`src/rtl/buck_gate_pkg.sv`:
```
package buck_gate_pkg;
  typedef enum logic {
    DEC_TRI = 1'b0,
    DEC_RUN = 1'b1
  } dec_state_e;
endpackage

```
`src/rtl/gate_sync.sv`:
```
module gate_sync #(
  parameter int W      = 1,
  parameter int STAGES = 2
) (
  input  logic         clk,
  input  logic         rst_n,
  input  logic [W-1:0] d,
  output logic [W-1:0] q
);
  logic [W-1:0] stg [STAGES];

  for (genvar g = 0; g < STAGES; g++) begin : g_stage
    if (g == 0) begin : g_first
      always_ff @(posedge clk or negedge rst_n) begin
        if (!rst_n) stg[g] <= '0;
        else        stg[g] <= d;
      end
    end else begin : g_next
      always_ff @(posedge clk or negedge rst_n) begin
        if (!rst_n) stg[g] <= '0;
        else        stg[g] <= stg[g-1];
      end
    end
  end

  assign q = stg[STAGES-1];
endmodule

```
`src/rtl/pwm_decoder.sv`:
```
module pwm_decoder
  import buck_gate_pkg::*;
#(
  parameter int HOLD_CYC = 13
) (
  input  logic clk,
  input  logic rst_n,
  input  logic hi,
  input  logic lo,
  input  logic force_tri,
  output logic active,
  output logic cmd
);
  localparam int CW = $clog2(HOLD_CYC + 1);
  localparam logic [CW-1:0] LAST = CW'(HOLD_CYC - 1);

  dec_state_e    state_q;
  logic [CW-1:0] cnt_q;

  always_ff @(posedge clk or negedge rst_n) begin
    if (!rst_n) begin
      state_q <= DEC_TRI;
      cmd     <= 1'b0;
      cnt_q   <= '0;
    end else if (force_tri) begin
      state_q <= DEC_TRI;
      cmd     <= 1'b0;
      cnt_q   <= '0;
    end else begin
      case (state_q)
        DEC_TRI: begin
          cnt_q <= '0;
          if (hi) begin
            state_q <= DEC_RUN;
            cmd     <= 1'b1;
          end
        end
        default: begin
          if (hi) begin
            cmd   <= 1'b1;
            cnt_q <= '0;
          end else if (lo) begin
            cmd   <= 1'b0;
            cnt_q <= '0;
          end else if (cnt_q == LAST) begin
            state_q <= DEC_TRI;
            cmd     <= 1'b0;
            cnt_q   <= '0;
          end else begin
            cnt_q <= cnt_q + 1'b1;
          end
        end
      endcase
    end
  end

  assign active = (state_q == DEC_RUN);


  tri_exit_chk: assert property (@(posedge clk) disable iff (!rst_n)
    (state_q == DEC_TRI && !hi) |=> (state_q == DEC_TRI));


  hold_reset_chk: assert property (@(posedge clk) disable iff (!rst_n)
    (state_q == DEC_RUN && (hi || lo) && !force_tri) |=> (state_q == DEC_RUN));
endmodule

```
`src/rtl/hyst_flag.sv`:
```
module hyst_flag #(
  parameter int W         = 8,
  parameter int SET_ABOVE = 150,
  parameter int CLR_BELOW = 135
) (
  input  logic         clk,
  input  logic         rst_n,
  input  logic [W-1:0] val,
  output logic         flag
);
  localparam logic [W-1:0] SET_V = W'(SET_ABOVE);
  localparam logic [W-1:0] CLR_V = W'(CLR_BELOW);

  always_ff @(posedge clk or negedge rst_n) begin
    if (!rst_n)              flag <= 1'b0;
    else if (val > SET_V)    flag <= 1'b1;
    else if (val < CLR_V)    flag <= 1'b0;
  end


  rise_above_chk: assert property (@(posedge clk) disable iff (!rst_n)
    $rose(flag) |-> ($past(val) > SET_V));


  fall_below_chk: assert property (@(posedge clk) disable iff (!rst_n)
    $fell(flag) |-> ($past(val) < CLR_V));
endmodule

```
`src/rtl/gate_sequencer.sv`:
```
module gate_sequencer #(
  parameter int DEAD_CYC = 3
) (
  input  logic clk,
  input  logic rst_n,
  input  logic want_hs,
  input  logic want_ls,
  output logic hs_q,
  output logic ls_q
);
  localparam int DW = $clog2(DEAD_CYC + 1);
  localparam logic [DW-1:0] DEAD_V = DW'(DEAD_CYC);

  logic [DW-1:0] dcnt_q;
  logic          gap_done;

  assign gap_done = (dcnt_q == DEAD_V);

  always_ff @(posedge clk or negedge rst_n) begin
    if (!rst_n) begin
      hs_q   <= 1'b0;
      ls_q   <= 1'b0;
      dcnt_q <= '0;
    end else begin
      if (hs_q || ls_q)   dcnt_q <= '0;
      else if (!gap_done) dcnt_q <= dcnt_q + 1'b1;

      if (hs_q)                          hs_q <= want_hs;
      else if (!ls_q && gap_done && want_hs) hs_q <= 1'b1;

      if (ls_q)                                     ls_q <= want_ls;
      else if (!hs_q && gap_done && want_ls && !want_hs) ls_q <= 1'b1;
    end
  end


  no_overlap_chk: assert property (@(posedge clk) disable iff (!rst_n)
    !(hs_q && ls_q));


  ls_off_gap_chk: assert property (@(posedge clk) disable iff (!rst_n)
    $fell(ls_q) |=> !hs_q);


  hs_off_gap_chk: assert property (@(posedge clk) disable iff (!rst_n)
    $fell(hs_q) |=> !ls_q);
endmodule

```
`src/rtl/buck_gate_ctrl.sv`:
```
module buck_gate_ctrl #(
  parameter int TEMP_W   = 8,
  parameter int HOLD_CYC = 13,
  parameter int DEAD_CYC = 3,
  parameter int WARN_ON  = 115,
  parameter int WARN_OFF = 100,
  parameter int SD_ON    = 150,
  parameter int SD_OFF   = 135
) (
  input  logic              clk,
  input  logic              rst_n,
  input  logic              pwm_over_hi,
  input  logic              pwm_under_lo,
  input  logic              drv_run,
  input  logic              ls_inhibit_n,
  input  logic              vsup_over_start,
  input  logic              vsup_over_stop,
  input  logic [TEMP_W-1:0] die_temp,
  output logic              hs_gate_en,
  output logic              ls_gate_en,
  output logic              hot_warn_n,
  output logic              shdn_pull
);
  localparam int SW = 6 + TEMP_W;

  logic [SW-1:0]     raw, syn;
  logic              s_hi, s_lo, s_run, s_lsinh_n, s_start, s_stop;
  logic [TEMP_W-1:0] s_temp;
  logic              uv_q, warn, shdn;
  logic              dec_active, dec_cmd, path_ok, want_hs, want_ls;

  assign raw = {pwm_over_hi, pwm_under_lo, drv_run, ls_inhibit_n,
                vsup_over_start, vsup_over_stop, die_temp};

  gate_sync #(.W(SW), .STAGES(2)) u_sync (
    .clk(clk), .rst_n(rst_n), .d(raw), .q(syn)
  );

  assign {s_hi, s_lo, s_run, s_lsinh_n, s_start, s_stop, s_temp} = syn;

  always_ff @(posedge clk or negedge rst_n) begin
    if (!rst_n)       uv_q <= 1'b1;
    else if (s_start) uv_q <= 1'b0;
    else if (!s_stop) uv_q <= 1'b1;
  end

  pwm_decoder #(.HOLD_CYC(HOLD_CYC)) u_dec (
    .clk(clk), .rst_n(rst_n), .hi(s_hi), .lo(s_lo), .force_tri(uv_q),
    .active(dec_active), .cmd(dec_cmd)
  );

  hyst_flag #(.W(TEMP_W), .SET_ABOVE(WARN_ON), .CLR_BELOW(WARN_OFF)) u_warn (
    .clk(clk), .rst_n(rst_n), .val(s_temp), .flag(warn)
  );

  hyst_flag #(.W(TEMP_W), .SET_ABOVE(SD_ON), .CLR_BELOW(SD_OFF)) u_shdn (
    .clk(clk), .rst_n(rst_n), .val(s_temp), .flag(shdn)
  );

  assign path_ok = dec_active && s_run && !uv_q && !shdn;
  assign want_hs = path_ok && dec_cmd;
  assign want_ls = path_ok && !dec_cmd && s_lsinh_n;

  gate_sequencer #(.DEAD_CYC(DEAD_CYC)) u_seq (
    .clk(clk), .rst_n(rst_n), .want_hs(want_hs), .want_ls(want_ls),
    .hs_q(hs_gate_en), .ls_q(ls_gate_en)
  );

  assign hot_warn_n = !warn;
  assign shdn_pull  = shdn;


  shdn_off_chk: assert property (@(posedge clk) disable iff (!rst_n)
    shdn |=> (!hs_gate_en && !ls_gate_en));


  uv_off_chk: assert property (@(posedge clk) disable iff (!rst_n)
    uv_q |=> (!hs_gate_en && !ls_gate_en));


  run_off_chk: assert property (@(posedge clk) disable iff (!rst_n)
    !s_run |=> (!hs_gate_en && !ls_gate_en));


  ls_inhibit_chk: assert property (@(posedge clk) disable iff (!rst_n)
    !s_lsinh_n |=> !ls_gate_en);
endmodule

```
`config.mk`:
```
export PLATFORM = sky130hd
export DESIGN_NAME = buck_gate_ctrl
export DESIGN_NICKNAME = d
export VERILOG_FILES = /design/src/rtl/buck_gate_pkg.sv /design/src/rtl/gate_sync.sv /design/src/rtl/pwm_decoder.sv /design/src/rtl/hyst_flag.sv /design/src/rtl/gate_sequencer.sv /design/src/rtl/buck_gate_ctrl.sv
export SDC_FILE = /design/constraint.sdc
export NUM_CORES = 1
export LEC_CHECK = 0
export BUFFER_PORTS_ARGS = -buffer_cell sky130_fd_sc_hd__buf_2
export CAP_MARGIN = 10
export CELL_PAD_IN_SITES_DETAIL_PLACEMENT = 1
export CELL_PAD_IN_SITES_GLOBAL_PLACEMENT = 1
export CORE_MARGIN = 4
export CORE_UTILIZATION = 44
export CTS_BUF_LIST = sky130_fd_sc_hd__clkbuf_16
export CTS_CLUSTER_DIAMETER = 120
export DETAILED_ROUTE_END_ITERATION = 10
export PLACE_DENSITY = 0.85
export SETUP_SLACK_MARGIN = 0.05
export SLEW_MARGIN = 20
export SYNTH_ARGS = -nofsm -noshare
export SYNTH_HDL_FRONTEND = slang
export SYNTH_SLANG_ARGS = --single-unit
```
`constraint.sdc`:
```
create_clock -name clk -period 1.2 [get_ports clk]
set_input_delay 0.12 -clock clk [delete_from_list [all_inputs] [get_ports clk]]
set_output_delay 0.12 -clock clk [all_outputs]
set_load 0.01 [all_outputs]
```
# ---- Word-level counts from Yosys, hierarchy flattened
# Cells that the tools add are included.
dict set report totals {
  out_inout_bits 4
  reg_bits 41
}
dict set report classes {
  reduce_logical 24
  n_mux 29
  eq_ne 4
  order_cmp 4
  n_addsub 2
}
# op count
set ops {}
lappend ops {{$mux 1} 22}
lappend ops {{$mux 4} 5}
lappend ops {{$logic_and 1x1->1} 11}
lappend ops {{$gt 8x7->1 const B} 1}
lappend ops {{$gt 8x8->1 const B} 1}
lappend ops {{$lt 8x7->1 const B} 1}
lappend ops {{$lt 8x8->1 const B} 1}
lappend ops {{$logic_not 1->1} 7}
lappend ops {{$add 4x1->4 const B} 1}
lappend ops {{$eq 4x4->1 const B} 1}
lappend ops {{$mux 2} 2}
lappend ops {{$reduce_bool 2->1} 2}
lappend ops {{$reduce_bool 4->1} 1}
lappend ops {{$reduce_bool 3->1} 1}
lappend ops {{$add 2x1->2 const B} 1}
lappend ops {{$eq 2x2->1 const B} 1}
lappend ops {{$ne 2x1->1 const B} 1}
lappend ops {{$ne 2x2->1 const B} 1}
lappend ops {{$reduce_and 2->1} 1}
lappend ops {{$logic_or 1x1->1} 1}

# ---- Logic depth before layout (Yosys ltp)
# Gate-level depths: netlist of run 1.
dict set report depth {
  depth_word 9
  depth_mapped 5
}

# ---- Modules after synthesis
# Synthesis of run 1 repeated with hierarchy kept, for this count alone.
dict set report unflattened {
  cells_unflattened 101
  area_unflattened_um2 1462.7
}
# module cells_each area_per_inst_um2 seq_area_each_um2 n_inst
set by_module_without_submodules {}
lappend by_module_without_submodules {gate_sync 42 805.8 700.7 1}
lappend by_module_without_submodules {pwm_decoder 27 281.5 150.1 1}
lappend by_module_without_submodules {gate_sequencer 13 180.2 100.1 1}
lappend by_module_without_submodules {buck_gate_ctrl 8 76.3 26.3 1}
lappend by_module_without_submodules {{hyst_flag (u_shdn)} 6 63.8 25.0 1}
lappend by_module_without_submodules {{hyst_flag (u_warn)} 5 55.1 25.0 1}

# ---- Least setup slack after synthesis of run 1
# Ideal clock, no wire load.
dict set report synth_timing {
  path_type {register -> register}
  from {register u_seq.dcnt_q[0]}
  to {register u_seq.hs_q}
  t_required_ps 1080
  path_buffers 0
  setup_slack_ps 158
  setup_ps 120
  arrival_ps 922
  path_stages_with_launch 5
  cell_sequence {dfrtp_1 -> ha_1 -> nor2b_1 -> o21ai_0 -> nor2_1}
}
dict set report synth_via {
  elab_chain_cells 5
}
# item line_no
set synth_rtl {}
lappend synth_rtl {{from (decl)} gate_sequencer.sv:14} ;# logic [DW-1:0] dcnt_q;
lappend synth_rtl {{from (signal assigned)} gate_sequencer.sv:26} ;# else if (!gap_done) dcnt_q <= dcnt_q + 1'b1;
lappend synth_rtl {{$eq 2x2->1} gate_sequencer.sv:17} ;# assign gap_done = (dcnt_q == DEAD_V);
lappend synth_rtl {{$logic_and 1x1->1 (2 in series)} gate_sequencer.sv:29} ;# else if (!ls_q && gap_done && want_hs) hs_q <= 1'b1;
lappend synth_rtl {{$mux 1} gate_sequencer.sv:29}
lappend synth_rtl {{$mux 1} gate_sequencer.sv:28} ;# if (hs_q) hs_q <= want_hs;
lappend synth_rtl {{to (signal assigned)} gate_sequencer.sv:28}
lappend synth_rtl {{to (decl)} gate_sequencer.sv:8} ;# output logic hs_q,
# Every way passes these cells.
# A chain may end at the register's enable or synchronous reset.

# ---- Final worst setup path of run 1
dict set report layout_timing {
  from {register u_dec.cnt_q[1]}
  to {register u_dec.state_q, in the netlist u_dec.active}
}
dict set report layout_via {
  elab_chain_cells 6
}
# item line_no
set layout_rtl {}
lappend layout_rtl {{from (decl)} pwm_decoder.sv:18} ;# logic [CW-1:0] cnt_q;
lappend layout_rtl {{from (signal assigned)} pwm_decoder.sv:50} ;# cnt_q <= cnt_q + 1'b1;
lappend layout_rtl {{$eq 4x4->1} pwm_decoder.sv:45} ;# end else if (cnt_q == LAST) begin
lappend layout_rtl {{$mux 1} pwm_decoder.sv:45}
lappend layout_rtl {{$mux 1} pwm_decoder.sv:42} ;# end else if (lo) begin
lappend layout_rtl {{$mux 1} pwm_decoder.sv:39} ;# if (hi) begin
lappend layout_rtl {{$mux 1} pwm_decoder.sv:30} ;# case (state_q)
lappend layout_rtl {{$mux 1} pwm_decoder.sv:25} ;# end else if (force_tri) begin
lappend layout_rtl {{to (signal assigned)} pwm_decoder.sv:26} ;# state_q <= DEC_TRI;
lappend layout_rtl {{to (signal assigned)} pwm_decoder.sv:34} ;# state_q <= DEC_RUN;
lappend layout_rtl {{to (signal assigned)} pwm_decoder.sv:46} ;# state_q <= DEC_TRI;
lappend layout_rtl {{to (decl)} pwm_decoder.sv:17} ;# dec_state_e state_q;
# Every way passes these cells.

==> metrics.yaml, run 1 <==
vdd_drop_max_mv: 1.148
grt_setup_unrepaired: "yes"
initialDrtViolationCount: 16
drt-total-wl_um: 2493
rows: 19
hold_viol: 0
yosysTopAreaCell: "dfrtp_1"
slew_viol_final: 0
start_util_pct: 46.52
stdcell_count: 162
synth_top_area_share_pct: 76.70
area.growth.synth_to_final_pct: 39.12
synthTopCellsByArea: "dfrtp_1 77%, ha_1 2.9%, inv_1 2.3%, dfstp_2 2.0%, a21oi_1 1.9%"
crit_arrival_ns: 1.27
drv.max_cap_violation_count: 0
synth_enable_flop_cells: 0
leakage_nw: 0.8516
dp_cells: 138
post-route-period-util_pct: 92.72
cts_buffer_depth: 2
yosysWarnings: 0
ys_ff_latch: 41
end_kind: "flip-flop"
cp.required_ns: 1.35
setup_tns_ns: 0
fill_cells: 270
drt_pass1_iterations: 4
crit_fanout: 3
cts_max_level: 2
async_flop_share_pct: 100.0
grt-ovfl-total: 0
avgRoutedWirePerCell_um: 15.39
syn-cell-area_um2: 1305
fin_skew_ns: 0.003666
synthFlopType: "dfrtp_1"
outcome: "completed"
path_clk_slew_ns: 0.05
groute.usage.overall_pct: 15.18
routabilityCongestion: 0.6735
grt_max_degree: 22
timing.rr.start: "u_dec.cnt_q[1]"
grt_pass1_wl_um: 4450
vias_per_cell: 4.988
grt_pass1_vias: 955
cts.sinks: 41
ant_nets: 0
yosysMostFrequentCell: "dfrtp_1"
ys_seq_area_share_pct: 78.72
dp_hpwl_um: 1540
nets: 150
tightest_slew_ns: 0.4824
period_minus_slack_ns: 1.113
power_density_nw_per_um2: 1832
drc: 0
cts_buffers: 5
ios: 20
regToRegSetupSlack_ns: 0.09
netlist_instances: 86
timing.rr.end: "u_dec.active"
port_buffers: 19
holdCritPathClass: "in2async"
syn_nets: 105
die_w_um: 62.46
relSlewSlack_pct: 67.84
r2r_cells: 5
clk_latency_ns: 0.27
drive_above_1_share_pct: 28.24
clk_root_buffer_cell: "clkbuf_16"
max_freq_mhz: 898.8
avgSynthCellArea_um2: 15.17
crit_type: "reg2reg"
ys_types: 23
via_count: 808
start_kind: "flip-flop"
diodes: 0
fp.dieArea_um2: 3901
antenna_found_initial: 0
setup_viol: 0
die_h_um: 62.46
core_area_um2: 2805
yosys-top-cells-count: "40 x dfrtp_1, 8 x inv_1, 5 x a21oi_1, 4 x nor2_1"
cts_tree: "yes"
placed cells by master, fill, tap and decap left out, drive strengths merged, types with 3 or more instances in the layout:
| cell | instances |
|---|---|
| buf | 23 |
| dlygate4sd3 | 15 |
| clkbuf | 5 |
| ha | 3 |
| a21oi | 5 |
| nand3 | 3 |
| nand2 | 3 |
| o21ai | 3 |
| dfrtp | 40 |
| inv | 8 |
| nor2 | 4 |
report_power, final:
part	total, mW	switching [mW]	internal [mW]	leakage, nW
logic	0.336	0.160	0.176	0.282
registers	1.56	0.0705	1.49	0.490
clock network	1.43	0.466	0.963	0.0797
kinds of logic (layout without fill, tap and decap cells):
group           after synthesis  after routing  share of synthesized area, %
fa+ha+maj                     3              3                         2.877
flops                        41             41                         78.72
simple gates                 17             17                         7.287
mux                           1              1                        0.7670
xor+xnor                      3              3                         2.014
compound gates               13             13                         6.041
buf+inv                       8             53                         2.301
metrics by stage:
step / util, % / area [µm²] / hold WS (ns) / total power [mW] / setup slack (ns)
6_report: 64.72 / 1815 / 0.3382 / 3.327 / 0.08736
5_1_grt: 64.72 / 1815 / 0.3532 / 3.503 / 0.01095
4_1_cts: 64.18 / 1800 / 0.3419 / 3.358 / 0.06167
3_5_place_dp: 52.27 / 1466 / 0.1034 / 1.861 / 0.04453
3_3_place_gp: 52.27 / 1466 / 0.09269 / 1.823 / 0.1351
2_1_floorplan: - / 1305 / -0.1756 / 1.730 / 0.1583
flip-flops by register name, indices dropped and copies added (netlist names):
name          flops
u_dec.active      1
u_dec.cmd         1
u_dec.cnt_q       4
u_seq.dcnt_q      2
u_seq.hs_q        1
u_seq.ls_q        1
u_shdn.flag       1
u_sync.q         14
u_sync.stg       14
u_warn.flag       1
uv_q              1
layer usage:
metal / part of all wire (%) / track usage (%)
met2: 53 / 26.10
met5: 0 / 0
met3: 6.0 / 5.216
met4: 3.0 / 9.917
met1: 38 / 15.58
repair_timing:
action,CTS,global route
buffers inserted,1,1
cloned,0,0
hold buffers,15,0
pin swaps,0,1
endpoints found under the setup margin,6,8
hold endpoints to repair,32,0
gates resized for setup,3,2
final cells by class:
type                    count  area, µm²  area share (%)
clock buffers               5      125.1           6.892
clock inverters             2      35.03           1.930
inverters                   8      30.03           1.654
multi-input cells          37      271.5           14.96
flip-flops and latches     41       1027           56.58
well taps                  31      38.79           2.136
repair buffers             38      287.8           15.85
critical path, cell delays in order (launching register included):
cell and delay, ns:
dfrtp_1 0.40, inv_1 0.07, ha_1 0.16, nand3_1 0.10
o21ai_0 0.17, a21oi_1 0.10
how the worst max path moves through the flow:
stage	startpoint	to	slack, ns
floorplan	u_seq.dcnt_q[0]	u_seq.hs_q	0.16
global placement	u_seq.dcnt_q[0]	u_seq.hs_q	0.14
detailed placement	u_dec.cnt_q[0]	u_dec.cmd	0.04
CTS	u_dec.cnt_q[1]	u_dec.cmd	0.06
global route	u_dec.cnt_q[1]	u_dec.cmd	0.01
finish	u_dec.cnt_q[1]	u_dec.active	0.09
No activity file was read; power rests on OpenSTA's default activity.
==> inputs of run 2 (changes only) <==
Settings changed: SETUP_SLACK_MARGIN 0.05 to 0.2.
==> run 2 against run 1 <==
  * Register-to-register slack worse by 0.03 ns
  * Cell count increased by 4.9%
  * Worst hold slack better by 0.012 ns
  * Flip-flop and latch count unchanged
  * Combinational power rose by 39%
  * Die area did not move
  * Fmax is 2.3% lower
  * Total power is 6.0% higher
  * Routed wire length rose by 42%
  * Clock skew up 0.0014 ns
  * First-iteration DRC count increased by 110%
  * Critical path type unchanged
==> metrics.yaml, run 2 (same netlist as run 1, synthesis figures left out) <==
outcome: "completed"
leakage_nw: 0.9078
holdCritPathClass: "reg2reg"
worstPathCellList: "nor4b_4 -> buf_4 -> and2_4"
post-route-period-util_pct: 94.93
crit_arrival_ns: 1.36
cp.depth: 3
clk_root_buffer_cell: "clkbuf_16"
slew_viol_final: 0
nets: 157
cp.required_ns: 1.42
antenna_found_initial: 0
stdcell_count: 170
crit_start: "u_sync.q[13]"
initialDrtViolationCount: 34
multi_input_area_um2: 384.1
fp.dieArea_um2: 3901
path_clk_slew_ns: 0.06
area.growth.synth_to_final_pct: 52.35
hold_viol: 0
setup_viol: 0
drc: 0
drt-total-wl_um: 3533
seqCellArea_um2: 1032
fill_cells: 255
crit_fanout: 2
die_w_um: 62.46
dp_hpwl_um: 1594
cts_buffer_depth: 2
grt_pass1_vias: 1016
drv.max_cap_violation_count: 0
cts_buffers: 5
final_common_cell: "dfrtp_1"
p_total_mw: 3.526
ant_nets: 0
start_util_pct: 46.52
power_density_nw_per_um2: 1774
rows: 19
crit_type: "reg2reg"
via_count: 865
fin_ws_ns: 0.06081
grt-ovfl-total: 0
timing.rr.start: "u_sync.q[13]"
grt_pass1_wl_um: 5388
period_minus_slack_ns: 1.139
grt_setup_unrepaired: "yes"
setup_tns_ns: 0
worst-path-buf-inv: 1
cts_max_level: 2
end_kind: "flip-flop"
regToRegSetupSlack_ns: 0.06
dpl_worst_slack_ns: 0.08462
drive_above_1_share_pct: 46.04
dp_cells: 137
max_freq_mhz: 877.8
cts_tree: "yes"
diodes: 0
relSlewSlack_pct: 66.54
fin_skew_ns: 0.005091
avgRoutedWirePerCell_um: 20.78
critPathTopFamily: "simple AND/OR/NAND/NOR gates"
mostFrequentLayoutCells: "36 x dfrtp_1, 19 x buf_2, 15 x dlygate4sd3_1, 10 x buf_4, 7 x inv_1"
die_h_um: 62.46
groute.usage.overall_pct: 19.02
crit_slowest_cell: "dfrtp_1"
drt_pass1_iterations: 4
r2r_cells: 3
port_buffers: 19
grt_max_degree: 22
worst_path_largest_cell_delay_ns: 0.42
core_area_um2: 2805
routabilityCongestion: 0.7679
timing.rr.end: "u_dec.cnt_q[1]"
cts.sinks: 41
vdd_drop_max_mv: 1.368
vias_per_cell: 5.088
start_kind: "flip-flop"
clk_latency_ns: 0.28
ios: 20
tightest_slew_ns: 0.5019
cp-endpoint: "u_dec.cnt_q[1]"
==> run 2: cell count changes in the layout (fill, tap and decap cells not counted), sizes merged <==
cell	change
buf	+7
inv	+1
==> run 2: routing by layer <==
layer	routed length [µm]	part of all wire, %	vias to the layer above	global-route usage (%)
met3	137	3.9	11	6.115
met5	0	0	-	0
met1	1445	41	436	21.31
met4	112	3.2	0	6.887
li1	-	-	392	-
met2	1838	52	26	33.69
==> run 2: what timing repair did <==
| item | CTS | global route |
|---|---|---|
| hold buffers | 15 | 0 |
| setup buffers | 4 | 6 |
| setup endpoints to repair | 11 | 16 |
| pin swaps | 7 | 12 |
| hold endpoints to repair | 33 | 0 |
| resized for setup | 12 | 18 |
==> run 2: power breakdown <==
group	internal, mW	switching, mW	total (mW)
Combinational	0.262	0.206	0.468
Sequential	1.49	0.102	1.59
Clock	0.965	0.500	1.46
Total	2.72	0.808	3.53
==> run 2: stage by stage <==
step | instance area (µm²) | util (%) | hold WS (ns)
2_1_floorplan | 1314 | - | -0.1756
3_3_place_gp | 1468 | 52.32 | 0.09050
3_5_place_dp | 1468 | 52.32 | 0.1107
4_1_cts | 1862 | 66.37 | 0.3417
5_1_grt | 1988 | 70.87 | 0.3541
6_report | 1988 | 70.87 | 0.3498
==> run 2: worst min path at each step <==
| stage | cells past startpoint | endpoint | startpoint | slack (ns) |
|---|---|---|---|---|
| 6_report | 0 | u_sync.q[5] | u_sync.stg[19] | 0.35 |
| 5_1_grt | 0 | u_sync.q[10] | u_sync.stg[24] | 0.35 |
| 4_1_cts | 2 | u_sync.q[2] | rst_n | 0.34 |
| 3_5_place_dp | 1 | u_sync.q[2] | rst_n | 0.11 |
| 3_3_place_gp | 1 | u_sync.q[1] | rst_n | 0.09 |
| 2_1_floorplan | 0 | u_dec.active | rst_n | -0.18 |
==> run 2: cell type report <==
type	count	area share (%)
sequential	41	51.92
multi-input combinational	37	19.32
timing repair buffer	45	17.12
clock buffer	5	6.293
tap	31	1.951
clock inverter	3	1.888
inverter	8	1.510
